<file path="config.mk">
export PLATFORM = sky130hd
export DESIGN_NAME = mshr_file
export DESIGN_NICKNAME = d
export VERILOG_FILES = /design/src/rtl/mshr_pkg.sv /design/src/rtl/mshr_free_pick.sv /design/src/rtl/mshr_oldest_sel.sv /design/src/rtl/mshr_file.sv
export SDC_FILE = /design/constraint.sdc
export NUM_CORES = 1
export LEC_CHECK = 0
export ABC_AREA = 0
export CELL_PAD_IN_SITES_DETAIL_PLACEMENT = 1
export CELL_PAD_IN_SITES_GLOBAL_PLACEMENT = 1
export CORE_UTILIZATION = 52
export CTS_CLUSTER_SIZE = 40
export DETAILED_ROUTE_END_ITERATION = 8
export PLACE_DENSITY = 0.95
export REMOVE_ABC_BUFFERS = 1
export SYNTH_ARGS = -nofsm -noshare
export SYNTH_HDL_FRONTEND = slang
export SYNTH_HIERARCHICAL = 1
export SYNTH_SLANG_ARGS = --single-unit
</file>
<file path="constraint.sdc">
create_clock -name clk_i -period 21.6 [get_ports clk_i]
set_input_delay 4.32 -clock clk_i [delete_from_list [all_inputs] [get_ports clk_i]]
set_output_delay 4.32 -clock clk_i [all_outputs]
set_load 0.1 [all_outputs]
</file>
<file path="src/rtl/mshr_pkg.sv">
package mshr_pkg;
  localparam int unsigned DEF_ENTRIES = 4;
  localparam int unsigned DEF_ADDR_W  = 16;
  localparam int unsigned DEF_OFF_W   = 4;
  localparam int unsigned DEF_TIME_W  = 16;
  localparam int unsigned DEF_ORDER_W = 8;

  function automatic int unsigned idx_width(input int unsigned n);
    return (n > 1) ? $clog2(n) : 1;
  endfunction
endpackage

</file>
<file path="src/rtl/mshr_free_pick.sv">
module mshr_free_pick #(
  parameter int unsigned N     = 4,
  parameter int unsigned IDX_W = 2
) (
  input  logic [N-1:0]     busy_i,
  output logic             found_o,
  output logic [IDX_W-1:0] idx_o
);
  always_comb begin
    found_o = 1'b0;
    idx_o   = '0;
    for (int i = N - 1; i >= 0; i--) begin
      if (!busy_i[i]) begin
        found_o = 1'b1;
        idx_o   = IDX_W'(i);
      end
    end
  end
endmodule

</file>
<file path="src/rtl/mshr_oldest_sel.sv">
// Picks the matching lane with the smallest key; keys are distinct among live lanes.
module mshr_oldest_sel #(
  parameter int unsigned N     = 4,
  parameter int unsigned IDX_W = 2,
  parameter int unsigned KEY_W = 8
) (
  input  logic [N-1:0]            match_i,
  input  logic [N-1:0][KEY_W-1:0] key_i,
  output logic                    hit_o,
  output logic [IDX_W-1:0]        idx_o
);
  logic [KEY_W-1:0] best;

  always_comb begin
    hit_o = 1'b0;
    idx_o = '0;
    best  = '0;
    for (int i = 0; i < N; i++) begin
      if (match_i[i] && (!hit_o || key_i[i] < best)) begin
        hit_o = 1'b1;
        idx_o = IDX_W'(i);
        best  = key_i[i];
      end
    end
  end
endmodule

</file>
<file path="src/rtl/mshr_file.sv">
module mshr_file
  import mshr_pkg::*;
#(
  parameter int unsigned NUM_ENTRIES = DEF_ENTRIES,
  parameter int unsigned ADDR_W      = DEF_ADDR_W,
  parameter int unsigned OFF_W       = DEF_OFF_W,
  parameter int unsigned TIME_W      = DEF_TIME_W,
  parameter int unsigned ORDER_W     = DEF_ORDER_W,
  localparam int unsigned IDX_W      = idx_width(NUM_ENTRIES),
  localparam int unsigned BLK_W      = ADDR_W - OFF_W,
  localparam int unsigned PKEY_W     = TIME_W + ORDER_W
) (
  input  logic              clk_i,
  input  logic              rst_ni,
  input  logic              alloc_valid_i,
  input  logic [ADDR_W-1:0] alloc_addr_i,
  input  logic              alloc_secure_i,
  input  logic [TIME_W-1:0] alloc_ready_i,
  output logic              alloc_gnt_o,
  output logic [IDX_W-1:0]  alloc_idx_o,
  input  logic [ADDR_W-1:0] lookup_addr_i,
  input  logic              lookup_secure_i,
  output logic              lookup_hit_o,
  output logic [IDX_W-1:0]  lookup_idx_o,
  input  logic [ADDR_W-1:0] pend_addr_i,
  input  logic              pend_secure_i,
  output logic              pend_hit_o,
  output logic [IDX_W-1:0]  pend_idx_o,
  input  logic              dealloc_valid_i,
  input  logic [IDX_W-1:0]  dealloc_idx_i,
  output logic              full_o,
  output logic              empty_o,
  output logic              err_misalign_o,
  output logic              err_overflow_o
);
  logic [NUM_ENTRIES-1:0]              valid_q, valid_d;
  logic [NUM_ENTRIES-1:0][BLK_W-1:0]   blk_q;
  logic [NUM_ENTRIES-1:0]              sec_q;
  logic [NUM_ENTRIES-1:0][TIME_W-1:0]  rdy_q;
  logic [NUM_ENTRIES-1:0][ORDER_W-1:0] stamp_q;
  logic [ORDER_W-1:0]                  order_q;
  logic [TIME_W-1:0]                   now_q;
  logic                                misalign_q, overflow_q;

  logic                                free_any;
  logic [IDX_W-1:0]                    free_idx;
  logic                                aligned;
  logic [NUM_ENTRIES-1:0]              lk_match, pd_match;
  logic [NUM_ENTRIES-1:0][ORDER_W-1:0] lk_key;
  logic [NUM_ENTRIES-1:0][PKEY_W-1:0]  pd_key;

  assign aligned     = (alloc_addr_i[OFF_W-1:0] == '0);
  assign alloc_gnt_o = alloc_valid_i && aligned && free_any;
  assign alloc_idx_o = free_idx;

  mshr_free_pick #(.N(NUM_ENTRIES), .IDX_W(IDX_W)) u_free (
    .busy_i (valid_q),
    .found_o(free_any),
    .idx_o  (free_idx)
  );

  for (genvar g = 0; g < NUM_ENTRIES; g++) begin : g_cmp
    logic [ORDER_W-1:0] age;
    // age grows with time since allocation; inverted so older sorts lower
    assign age         = order_q - stamp_q[g];
    assign lk_key[g]   = ~age;
    assign pd_key[g]   = {rdy_q[g], ~age};
    assign lk_match[g] = valid_q[g] && sec_q[g] == lookup_secure_i &&
                         blk_q[g] == lookup_addr_i[ADDR_W-1:OFF_W];
    assign pd_match[g] = valid_q[g] && sec_q[g] == pend_secure_i &&
                         blk_q[g] == pend_addr_i[ADDR_W-1:OFF_W] &&
                         now_q >= rdy_q[g];
  end

  mshr_oldest_sel #(.N(NUM_ENTRIES), .IDX_W(IDX_W), .KEY_W(ORDER_W)) u_lk_sel (
    .match_i(lk_match),
    .key_i  (lk_key),
    .hit_o  (lookup_hit_o),
    .idx_o  (lookup_idx_o)
  );

  mshr_oldest_sel #(.N(NUM_ENTRIES), .IDX_W(IDX_W), .KEY_W(PKEY_W)) u_pd_sel (
    .match_i(pd_match),
    .key_i  (pd_key),
    .hit_o  (pend_hit_o),
    .idx_o  (pend_idx_o)
  );

  always_comb begin
    valid_d = valid_q;
    if (dealloc_valid_i && 32'(dealloc_idx_i) < NUM_ENTRIES) valid_d[dealloc_idx_i] = 1'b0;
    if (alloc_gnt_o) valid_d[free_idx] = 1'b1;
  end

  always_ff @(posedge clk_i or negedge rst_ni) begin
    if (!rst_ni) begin
      valid_q    <= '0;
      blk_q      <= '0;
      sec_q      <= '0;
      rdy_q      <= '0;
      stamp_q    <= '0;
      order_q    <= '0;
      now_q      <= '0;
      misalign_q <= 1'b0;
      overflow_q <= 1'b0;
    end else begin
      valid_q    <= valid_d;
      now_q      <= now_q + 1'b1;
      misalign_q <= alloc_valid_i && !aligned;
      overflow_q <= alloc_valid_i && aligned && !free_any && !dealloc_valid_i;
      if (alloc_gnt_o) begin
        blk_q[free_idx]   <= alloc_addr_i[ADDR_W-1:OFF_W];
        sec_q[free_idx]   <= alloc_secure_i;
        rdy_q[free_idx]   <= alloc_ready_i;
        stamp_q[free_idx] <= order_q;
        order_q           <= order_q + 1'b1;
      end
    end
  end

  assign full_o         = &valid_q;
  assign empty_o        = ~|valid_q;
  assign err_misalign_o = misalign_q;
  assign err_overflow_o = overflow_q;
endmodule

</file>
* Yosys cells after proc, flatten, opt, wreduce, memory -nomap -nowiden
Index checks and enable logic that the tools add are counted.
** Operators by class
- Equal/unequal tests :: 16
- $lt $le $gt $ge :: 14
- Reductions and logical operators :: 52
- Bitwise gates (word level) :: 7
- Add/sub/neg operators :: 6
- Mux-type cells :: 44
** Operator list (number)
- $eq A12 B12 Y1 :: 8
- $lt A24 B24 Y1 :: 3
- $mux W24 :: 3
- $bwmux W64 :: 1
- $ge A16 B16 Y1 :: 4
- $bwmux W48 :: 1
- $logic_and A1 B1 Y1 :: 33
- $bwmux W32 :: 1
- $demux W16 S2 :: 1
- $mux W8 :: 4
- $not A8 Y8 :: 4
- $sub A8 B8 Y8 :: 4
- $demux W12 S2 :: 1
- $lt A8 B8 Y1 :: 3
- $add A16 B1 Y16 const B :: 1
- $demux W8 S2 :: 1
- $mux W1 :: 16
- $mux W16 :: 1
- $mux W2 :: 8
- $mux W12 :: 1
- $logic_not A1 Y1 :: 10
- $add A8 B1 Y8 const B :: 1
- $eq A1 B1 Y1 :: 8
- $mux W4 :: 2
- other kinds (11) :: 19
** Storage, ports and cells
- Input port bits :: 73
- Output and inout port bits :: 13
- Flip-flop bits (word level) :: 178
- Logic and storage cells :: 157

* Longest topological paths before layout
- Depth in word-level cells :: 17
- Gate-level depth with buffers :: 38
- Gate-level depth less buffers :: 34

* By module
Netlist, hierarchy kept.
** By module, submodules not included
- mshr_file :: cells each 999, instances 1, area an instance 10588.9 um^2, sequential area each 4454.3 um^2
- mshr_oldest_sel at u_pd_sel :: cells each 327, instances 1, area an instance 2542.4 um^2, sequential area each 0.0 um^2
- mshr_oldest_sel at u_lk_sel :: cells each 116, instances 1, area an instance 864.6 um^2, sequential area each 0.0 um^2
- mshr_free_pick :: cells each 5, instances 1, area an instance 28.8 um^2, sequential area each 0.0 um^2

* Worst setup path after synthesis
No wires, ideal clock.
- Path type :: input to output
- Start point :: input pend_addr_i[9]
- End point :: output pend_idx_o[0]
- Required time :: 17.280 ns
- Buffers on the path :: 7
- Arrival :: 12.029 ns
- Cell stages on the path :: 35
- Setup slack :: 5.251 ns
- Cells stage by stage :: clkbuf_1 xnor2_1 nand4_1 nor3_1 o31a_1 clkbuf_8 clkbuf_1 nand2_1 ha_1 nand4_1 or3_1 o22a_2 a21bo_1 and2_1 buf_4 buf_6 mux2i_1 inv_1 ha_1 nand4_1 or3_2 o22ai_1 nand4_1 and2_4 buf_12 buf_12 mux2i_1 ha_1 a21o_1 a21o_1 a221oi_1 o21ai_0 nor3_1 a21oi_1 o211ai_1
** Between the ends
- Cells in the longest elaborated chain, start to end :: 16
- Elaborated cells on any way between the ends :: 33
- Classes of those cells :: 3 x order compare; 4 x eq/ne; 9 x mux; 17 x reduce/logical
** RTL lines
- start: declaration :: line mshr_file.sv:25 : input logic [ADDR_W-1:0] pend_addr_i,
- $eq A12 B12 Y1 * :: line mshr_file.sv:71 : blk_q[g] == pend_addr_i[ADDR_W-1:OFF_W] &&
- $logic_and A1 B1 Y1 * :: line mshr_file.sv:70 : assign pd_match[g] = valid_q[g] && sec_q[g] == pend_secure_i &&
- $logic_and A1 B1 Y1 * :: line mshr_file.sv:71
- via pd_match[0] :: line mshr_file.sv:48 : logic [NUM_ENTRIES-1:0] lk_match, pd_match;
- $mux W24 or $mux W1 (tied branches) :: line mshr_oldest_sel.sv:19 : if (match_i[i] && (!hit_o || key_i[i] < best)) begin
- $lt A24 B24 Y1 or $logic_not A1 Y1 (tied branches) :: line mshr_oldest_sel.sv:19
- $logic_or A1 B1 Y1 :: line mshr_oldest_sel.sv:19
- $logic_and A1 B1 Y1 :: line mshr_oldest_sel.sv:19
- $mux W24 or $mux W1 (tied branches) :: line mshr_oldest_sel.sv:19
- $lt A24 B24 Y1 or $logic_not A1 Y1 (tied branches) :: line mshr_oldest_sel.sv:19
- $logic_or A1 B1 Y1 :: line mshr_oldest_sel.sv:19
- $logic_and A1 B1 Y1 :: line mshr_oldest_sel.sv:19
- $mux W24 or $mux W1 (tied branches) :: line mshr_oldest_sel.sv:19
- $lt A24 B24 Y1 or $logic_not A1 Y1 (tied branches) :: line mshr_oldest_sel.sv:19
- $logic_or A1 B1 Y1 :: line mshr_oldest_sel.sv:19
- $logic_and A1 B1 Y1 :: line mshr_oldest_sel.sv:19
- $mux W2 * :: line mshr_oldest_sel.sv:19
- end: declaration :: line mshr_file.sv:28 : output logic [IDX_W-1:0] pend_idx_o,
Mark *: on every way through the listed nets, which the timed path passes. The rest lies on a longest branch.

* Final worst setup path
- Start point :: input pend_addr_i[14]
- End point :: output pend_idx_o[1]
Same word-level chain as after synthesis.

==> summary.md <==
| Metric | Value |
|---|---|
| CTS buffer count | `17` |
| Initial Utilization | `0.534` |
| Worst hold path class | `reg2reg` |
| Largest net degree at the start of global routing | `110` |
| Minimum clock period | `22.04 ns` |
| Avg Synthesized Cell Area | `9.69 µm²` |
| Crit Path Max Fanout | `25` |
| Number of setup buffers added after CTS | `0` |
| Synth top area cells | `dfrtp_1, ha_1, mux2_2` |
| Via/cell ratio | `6.96` |
| Top FF cell, synth | `dfrtp_1` |
| Clk_skew | `0.0123 ns` |
| I/O pins | `86` |
| Pre-Repair DR Iteration Count | `6` |
| Total power | `0.00125 W` |
| Hold slack | `0.525 ns` |
| Critical path arrival | `17.72 ns` |
| Worst endpoint required time | `17.28 ns` |
| Iteration-0 DRC Markers | `1271` |
| # setup viols final | `2` |
| CP endpoint kind | `output pin` |
| Synthesized area | `14000 µm²` |
| H-tree depth | `4` |
| Final nets | `1770` |
| Antenna violations before repair | `1` |
| DIE AREA | `27600 µm²` |
| Number of hold buffers added after cts | `0` |
| First-pass GRT wire length | `87.2 mm` |
| Status | `finished, violations left` |
| P_leak | `7.03 nW` |
| Max Clock Freq | `0.0454 GHz` |
| Final WS setup | `-0.435 ns` |
| Maxcap violations | `2` |
| Number of global-route vias before repair | `14500` |
| Synth async-reset ratio | `1.00` |
| Final WL | `56.6 mm` |
| Most frequent CP cell | `ha_1` |
| Slew Limit Fails | `2` |
| CP max stage delay | `1.13 ns` |
| CP Launch Type | `input port` |
| Post-synth top area cell | `dfrtp_1` |
| Final hold vios | `0` |
| Die width | `166 µm` |
| Die Span Y | `166 µm` |
| Seq cells post-synth | `178` |
| Commonest cells after routing, fill and taps aside | `ha_1, dfrtp_1, inv_1` |
| CORE AREA | `26300 µm²` |
| Yosys top cell area share | `0.318` |
| Reg clk slew, reported paths | `0.07 ns` |
| Final HPWL from detailed placement | `36.1 mm` |
| Synth-to-Final Area Change | `10.8%` |
| Routed WL per cell | `30.5 µm` |
| Post-synth EDFFs | `0` |
| Ys Warns | `6` |
| GRT overflow | `0` |
| Part of the cycle the worst path needs | `1.02` |
| Overall via count from detail_route | `12900` |
| Worst setup path category | `in2out` |
| Share of layout cells above drive strength 1 | `0.108` |
| Crit-path slowest cell | `a311oi_1` |
| Antenna cells | `0` |
| RSZ-0062 raised after global routing | `no` |
| Post-Synthesis Cells | `1447` |
| Failing checks | `max-capacitance violations, max-slew violations, negative setup slack` |
| ANT nets after route | `0` |
| Clk buf depth | `2` |
| Synth cell types | `76` |
| Clock Latency Late Sink | `0.47 ns` |
| CTS Sinks | `178` |
| Final Util | `0.591` |
| Most common cell after layout, fill and taps aside | `ha_1` |
| DRC errors left | `0` |
| # port buffers | `77` |
| Clock root cell | `clkbuf_16` |
| Sequential share of the synthesized area | `0.318` |
| Worst slew margin | `-0.0862` |
| Worst slew pin tran | `1.59 ns` |
| TritonCTS clock tree | `done` |
| Total track usage | `0.418` |
| Std cell rows | `59` |
| CTS resizes | `0` |
| Peak supply drop | `0.0000599 V` |
| RePlAce Congestion | `0.894` |
| Pwr Density | `80.7 nW/µm²` |
[path summary, 6_finish.rpt]
| path | startpoint | end | slack [ns] | cells past startpoint |
|---|---|---|---|---|
| max | pend_addr_i[14] | pend_idx_o[1] | -0.44 | 33 |
| min | stamp_q[19] | stamp_q[19] | 0.52 | 1 |
| max reg2reg | valid_q[0] | pd_key[89] | 18.51 | 6 |
| min reg2reg | stamp_q[19] | stamp_q[19] | 0.52 | 1 |
| max in group asynchronous | rst_ni | stamp_q[14] | 16.09 | 2 |
| min in group asynchronous | rst_ni | now_q[11] | 3.97 | 1 |
[state kept, by name (all words and copies together), names as in the netlist]
| signal | count |
|---|---|
| stamp_q | 32 |
| err_overflow_o | 1 |
| now_q | 16 |
| sec_q | 4 |
| order_q | 8 |
| valid_q | 4 |
| err_misalign_o | 1 |
| pd_key | 64 |
| blk_q | 48 |
[worst max-delay path, delay by kind of cell]
kind,cells,cell delay [ns]
compound gates,12,5.13
simple gates,11,4.15
buf+inv,4,2.26
fa+ha+maj,3,1.08
mux,2,0.53
xor+xnor,1,0.17
[area by class of cell]
class | count | area [µm²]
Multi-Input combinational cell | 1067 | 8640
Inverter | 157 | 589
Sequential cell | 178 | 4450
Tap cell | 335 | 419
Clock buffer | 18 | 429
Timing Repair Buffer | 88 | 852
Clock inverter | 14 | 146
Fill cell | 2878 | 10700
[cell families (layout without fill, tap and decap cells)]
family,after synthesis,count (layout),synth area share
and+or+nand+nor,330,330,0.119
AOI/OAI and AO/OA,236,236,0.105
buffers and inverters,202,277,0.0668
adders and majority gates,188,188,0.170
DFF,178,178,0.318
muxes,160,160,0.127
xor gates and xnor gates,153,153,0.0955
[cell usage after synthesis, types with 7 or more instances]
cell         n
a2111oi_0   10
a211oi_1     8
a21o_1      27
a21oi_1     72
and3_1      10
buf_4        7
buf_6       10
clkbuf_1    16
dfrtp_1    178
ha_1       184
inv_1      157
mux2_1       8
mux2_2      96
mux2_4       9
mux2i_1     47
nand2_1    124
nand3_1     33
nand4_1     46
nor2_1      43
nor2b_1      7
nor3_1      18
nor4_1      12
o211ai_1    11
o21a_1      11
o21ai_0     69
xnor2_1    101
xor2_1      52
[per-layer routing]
layer | vias up | routed length (µm) | global-route usage
li1 | 5180 | - | -
met3 | 436 | 5130 | 0.123
met5 | - | 0 | 0
met4 | 0 | 5080 | 0.341
met2 | 946 | 26400 | 0.682
met1 | 6366 | 20100 | 0.454
[report_power, final]
part,switching [W],leakage [nW],internal [W]
Sequential,0.0000464,2.27,0.000364
Combinational,0.000327,4.48,0.000190
Clock,0.000172,0.272,0.000154
[stage by stage]
stage | setup TNS, ns | cell area [µm²] | instances | setup WS, ns
2_1_floorplan | 0 | 13700 | 1402 | 4.76
4_1_cts | 0 | 15500 | 1856 | 1.06
5_1_grt | 0 | 15500 | 1857 | 0.0754
3_5_place_dp | 0 | 15000 | 1824 | 1.64
3_3_place_gp | 0 | 15000 | 1824 | 2.55
6_report | -0.633 | 15500 | 1857 | -0.435
(Power assumes the default switching activity.)
